===== src/rtl/gate_pkg.sv =====
package gate_pkg;

    typedef enum logic [1:0] {
        ST_CLEAR  = 2'd0,
        ST_ARMED  = 2'd1,
        ST_GATING = 2'd2,
        ST_DONE   = 2'd3
    } gate_state_t;

endpackage


===== src/rtl/edge_sync.sv =====
module edge_sync #(
    parameter int STAGES = 2
) (
    input  logic clk,
    input  logic rst_n,
    input  logic din,
    output logic rise
);

    logic [STAGES-1:0] sync_q;
    logic              last_q;

    generate
        if (STAGES == 1) begin : g_single
            always_ff @(posedge clk or negedge rst_n) begin
                if (!rst_n) begin
                    sync_q <= '0;
                end else begin
                    sync_q <= din;
                end
            end
        end else begin : g_chain
            always_ff @(posedge clk or negedge rst_n) begin
                if (!rst_n) begin
                    sync_q <= '0;
                end else begin
                    sync_q <= {sync_q[STAGES-2:0], din};
                end
            end
        end
    endgenerate

    always_ff @(posedge clk or negedge rst_n) begin
        if (!rst_n) begin
            last_q <= 1'b0;
        end else begin
            last_q <= sync_q[STAGES-1];
        end
    end

    assign rise = sync_q[STAGES-1] & ~last_q;

endmodule


===== src/rtl/gate_fsm.sv =====
module gate_fsm
    import gate_pkg::*;
#(
    parameter int GATE_CYCLES = 8
) (
    input  logic clk,
    input  logic rst_n,
    input  logic clear,
    input  logic edge_rise,
    output logic gate_en,
    output logic finished
);

    localparam int CW = $clog2(GATE_CYCLES + 1);
    localparam logic [CW-1:0] LAST_EDGE = CW'(GATE_CYCLES - 1);

    gate_state_t state_q, state_d;
    logic [CW-1:0] edges_q;

    always_comb begin
        state_d = state_q;
        if (clear) begin
            state_d = ST_CLEAR;
        end else begin
            unique case (state_q)
                ST_CLEAR:  state_d = ST_ARMED;
                ST_ARMED:  if (edge_rise) state_d = ST_GATING;
                ST_GATING: if (edge_rise && edges_q == LAST_EDGE) state_d = ST_DONE;
                ST_DONE:   state_d = ST_DONE;
            endcase
        end
    end

    always_ff @(posedge clk or negedge rst_n) begin
        if (!rst_n) begin
            state_q <= ST_CLEAR;
            edges_q <= '0;
        end else begin
            state_q <= state_d;
            if (state_d != ST_GATING) begin
                edges_q <= '0;
            end else if (state_q == ST_GATING && edge_rise) begin
                edges_q <= edges_q + 1'b1;
            end
        end
    end

    always_comb begin
        gate_en  = 1'b0;
        finished = 1'b0;
        unique case (state_q)
            ST_CLEAR:  ;
            ST_ARMED:  ;
            ST_GATING: gate_en  = 1'b1;
            ST_DONE:   finished = 1'b1;
        endcase
    end

endmodule


===== src/rtl/ref_counter.sv =====
module ref_counter #(
    parameter int WIDTH = 21
) (
    input  logic             clk,
    input  logic             rst_n,
    input  logic             clear,
    input  logic             enable,
    output logic [WIDTH-1:0] value,
    output logic             saturated
);

    localparam logic [WIDTH-1:0] ALL_ONES = '1;

    always_ff @(posedge clk or negedge rst_n) begin
        if (!rst_n) begin
            value     <= '0;
            saturated <= 1'b0;
        end else if (clear) begin
            value     <= '0;
            saturated <= 1'b0;
        end else if (enable) begin
            if (value == ALL_ONES) begin
                saturated <= 1'b1;
            end else begin
                value <= value + 1'b1;
            end
        end
    end

endmodule


===== src/rtl/period_gate_counter.sv =====
module period_gate_counter #(
    parameter int COUNT_W     = 21,
    parameter int GATE_CYCLES = 8,
    parameter int SYNC_STAGES = 2
) (
    input  logic               clk,
    input  logic               rst_n,
    input  logic               count_reset,
    input  logic               meas_in,
    output logic               gate_open,
    output logic               prescale_hold,
    output logic               done,
    output logic               overflow,
    output logic [COUNT_W-1:0] count_value
);

    logic meas_rise;
    logic gate_en;
    logic finished;

    edge_sync #(.STAGES(SYNC_STAGES)) u_sync (
        .clk  (clk),
        .rst_n(rst_n),
        .din  (meas_in),
        .rise (meas_rise)
    );

    gate_fsm #(.GATE_CYCLES(GATE_CYCLES)) u_fsm (
        .clk      (clk),
        .rst_n    (rst_n),
        .clear    (count_reset),
        .edge_rise(meas_rise),
        .gate_en  (gate_en),
        .finished (finished)
    );

    ref_counter #(.WIDTH(COUNT_W)) u_cnt (
        .clk      (clk),
        .rst_n    (rst_n),
        .clear    (count_reset),
        .enable   (gate_en),
        .value    (count_value),
        .saturated(overflow)
    );

    assign gate_open     = gate_en;
    assign done          = finished;
    assign prescale_hold = finished;

endmodule


===== config.mk =====
export PLATFORM = sky130hd
export DESIGN_NAME = period_gate_counter
export DESIGN_NICKNAME = d
export VERILOG_FILES = /design/src/rtl/gate_pkg.sv /design/src/rtl/edge_sync.sv /design/src/rtl/gate_fsm.sv /design/src/rtl/ref_counter.sv /design/src/rtl/period_gate_counter.sv
export SDC_FILE = /design/constraint.sdc
export NUM_CORES = 1
export LEC_CHECK = 0
export BUFFER_PORTS_ARGS = -buffer_cell sky130_fd_sc_hd__buf_2
export CORE_AREA = 2 2 95 69
export DETAILED_ROUTE_END_ITERATION = 6
export DIE_AREA = 0 0 97 71
export MAX_ROUTING_LAYER = met4
export PLACE_DENSITY = 0.56
export SLEW_MARGIN = 10
export SYNTH_ARGS = -nofsm -noshare
export SYNTH_HDL_FRONTEND = slang
export SYNTH_SLANG_ARGS = --single-unit

===== constraint.sdc =====
create_clock -name clk -period 2.99 [get_ports clk]
set_input_delay 0.598 -clock clk [delete_from_list [all_inputs] [get_ports clk]]
set_output_delay 0.598 -clock clk [all_outputs]
set_load 0.1 [all_outputs]

==> impl_metrics.ini <==
[timing]
fin_worst_skew_ns = 0.00447
rsz0062_at_grt = false
worst_pin_slew_ns = 0.783
setup_viol = 0
hold_viol = 0
fin_crit_ns = 2.16
maxSlewHeadroom_pct = 47.1
fin_crit_sh_pct = 72.2
slew_violations = 0
tns_ns = 0
clock.fmax_ghz = 0.463

[cells_and_area]
multiInputGateArea_um2 = 936
final_net_count = 213
area_delta_synth_final_pct = 17.3
fillerInstances = 639
diodes = 0
regArea_um2 = 776
layout-drive-gt1-share_pct = 27.5

[synthesis]
ys_warn_count = 0
synth_edf_count = 0
synth-seq-cells = 31
synth-async-reset-ratio_pct = 100
yosys.area.top_type = dfrtp_1
seq_area_frac_synth_pct = 44.3
avgSynthCellArea_um2 = 9.90
synth_cell_type_count = 42
syn-cell-area_um2 = 1750
syn-num-nets = 183
synthCells = 177
synth-main-ff-cell = dfrtp_1
synthTopCellsByArea = dfrtp_1 44%, mux2_2 8.4%, nor2_1 5.8%
yosysTopAreaCellShare_pct = 44.3

[clocking]
path_clk_slew_ns = 0.07
ctsRootBufferMaster = clkbuf_8
cts_made_buffers = 5
cts_tree = yes
post-cts-setup-buffer-count = 0
ctsResizeCount = 0
clockBufferDepth = 2
h-tree-depth = 2
clk_latency_ns = 0.28
clock-sinks = 31
ctsHoldBuffers = 0

[power_and_ir_drop]
internal_power_mw = 0.615
p_leak_nw = 0.934
pwr-share-clk_pct = 41.2
peakVddDrop_mv = 0.165
switching_share_pct = 24.5
p_per_area_nw_per_um2 = 396
p_sw_mw = 0.199
pwr-share-seq_pct = 52.7
power_mw = 0.814
p_comb_share_pct = 6.1

[worst_hold_path]
hold_class = reg -> reg
hold-path-cell-count = 0
min_to = u_sync.sync_q[1]
min_from = u_sync.sync_q[0]

[worst_setup_path]
worstReg2RegEnd = u_cnt.value[19]
ff2ff_path_depth = 4
cp-end-kind = output pin
arrival_ns = 1.56
critPathMaxFanout = 6
required_ns = 2.39
r2r_slack_ns = 0.84
start_kind = flop
crit_type = reg -> out
r2r-start = u_cnt.value[3]

[global_route]
met2_usage_pct = 16.4
grt_max_degree = 41
antenna_found_initial = 0
busiest_layer = met1
grt.total_usage_pct = 13.3
gr-usage-met3_pct = 3.75
grt_pass1_vias = 1279
met1_usage_pct = 19.9
grt_overflow = 0
grt_pass1_wl_mm = 7.00

[route]
drt_drc_violations_left = 0
drt-total-wl_mm = 4.16
ant_nets = 0
drt_iter0_drc = 146
vias = 1458
drtPass1Iterations = 4
drt-wirelength-per-cell_um = 14.6
via_per_inst = 5.12

[floorplan]
floorplan.initialDensity_pct = 29.0
core_area_um2 = 6040
dieArea_um2 = 6890
die_x_um = 97
io_pins = 29
die_y_um = 71
rows = 24

[place]
io_buffer_count = 28
hpwl_mm = 2.97
place.gp.congestion = 0.731

[job]
maxCapViolations = 0

[run_status]
status = finished clean
[layer usage]
metal	vias up	wire length, um
li1	708	-
met1	704	2170
met2	44	1700
met3	2	269
met4	0	23
met5	-	0
[how the worst max path moves through the flow]
| stage | from | endpoint | slack, ns | cells after the start |
|---|---|---|---|---|
| after floorplan | u_cnt.value[3] | u_cnt.value[19] | 0.29 | 4 |
| after global placement | u_cnt.value[12] | u_cnt.value[19] | 0.89 | 4 |
| after detailed placement | u_cnt.value[0] | u_cnt.value[18] | 0.87 | 5 |
| after CTS | u_fsm.state_q[0] | gate_open | 0.83 | 3 |
| after global routing | u_cnt.value[3] | u_cnt.value[19] | 0.70 | 4 |
| final | u_fsm.state_q[0] | gate_open | 0.83 | 3 |
[flip-flops by register name (all words and copies together), names as in the netlist]
signal / cells
u_fsm.edges_q: 4
u_sync.last_q: 1
u_fsm.state_q: 2
u_sync.sync_q: 2
u_cnt.saturated: 1
u_cnt.value: 21
[cells in the final DEF (no fill, tap or decap), drive strengths merged, types with 3 or more instances in the layout]
master / synthesis / layout
dfrtp: 31 / 31
mux2i: 3 / 3
nand2: 9 / 9
mux2: 14 / 14
or4: 3 / 3
clkbuf: 4 / 6
buf: 1 / 28
a21oi: 10 / 10
a2111oi: 6 / 6
nand3: 7 / 7
inv: 5 / 5
nor3: 4 / 4
nor4: 3 / 3
nand2b: 4 / 4
a31oi: 3 / 3
nor2: 27 / 27
nor2b: 12 / 12
nand4: 6 / 6
a211oi: 5 / 5
[layout make-up]
class                   instances  area share [%]
flip-flops and latches         31            37.7
clock buffers                   6            4.02
multi-input cells             136            45.5
clock inverters                 1           0.243
well taps                      78            4.75
inverters                       5           0.913
repair buffers                 28            6.82
[worst max-delay path, cell delays in order (launching register included)]
cell      delay (ns)
dfrtp_1         0.43
nand2b_1        0.21
inv_1           0.18
buf_2           0.46
[metrics by stage]
step | hold slack (ns) | setup WS [ns] | area (um2) | cells | util, %
after floorplan | 0.302 | 0.294 | 1750 | 177 | -
final | 0.349 | 0.832 | 2060 | 285 | 34.1
after detailed placement | 0.335 | 0.867 | 1970 | 278 | 32.6
after global placement | 0.333 | 0.888 | 1970 | 278 | 32.6
after global routing | 0.355 | 0.705 | 2060 | 285 | 34.1
after CTS | 0.350 | 0.828 | 2060 | 285 | 34.1
[cell usage after synthesis, types with 2 or more instances]
cell and n:
mux2i_1 3, nand2b_1 4, nor3_1 3, inv_1 5, mux2_2 13, dfrtp_1 31
a21oi_1 10, nor2_1 27, nand2_1 9, a211oi_1 5, nand3_1 7, or2_2 2
nor4bb_1 2, xor2_1 2, nor2b_1 12, a2111oi_0 5, nand4_1 5, clkbuf_1 4
a31oi_1 3, or4_1 2, ha_1 2
[power groups by stage]
stage / clock network, mW / registers, mW / logic, mW
after global placement: 0 / 0.437 / 0.0503
after floorplan: 0 / 0.441 / 0.0297
after detailed placement: 0 / 0.437 / 0.0511
after CTS: 0.343 / 0.429 / 0.0510
after global routing: 0.363 / 0.430 / 0.0554
final: 0.335 / 0.429 / 0.0498
[cell families (layout without fill, tap and decap cells)]
family	count (synthesis)	in the layout	share of synthesized area, %
multiplexers	17	17	10.7
buffers and inverters	10	40	2.36
AND/OR/NAND/NOR	87	87	29.0
XOR/XNOR	3	3	1.50
flip-flops	31	31	44.3
adder cells (fa/ha/maj)	2	2	1.43
AO/OA/AOI/OAI	27	27	10.8
Power figures use the tool's default switching activity.
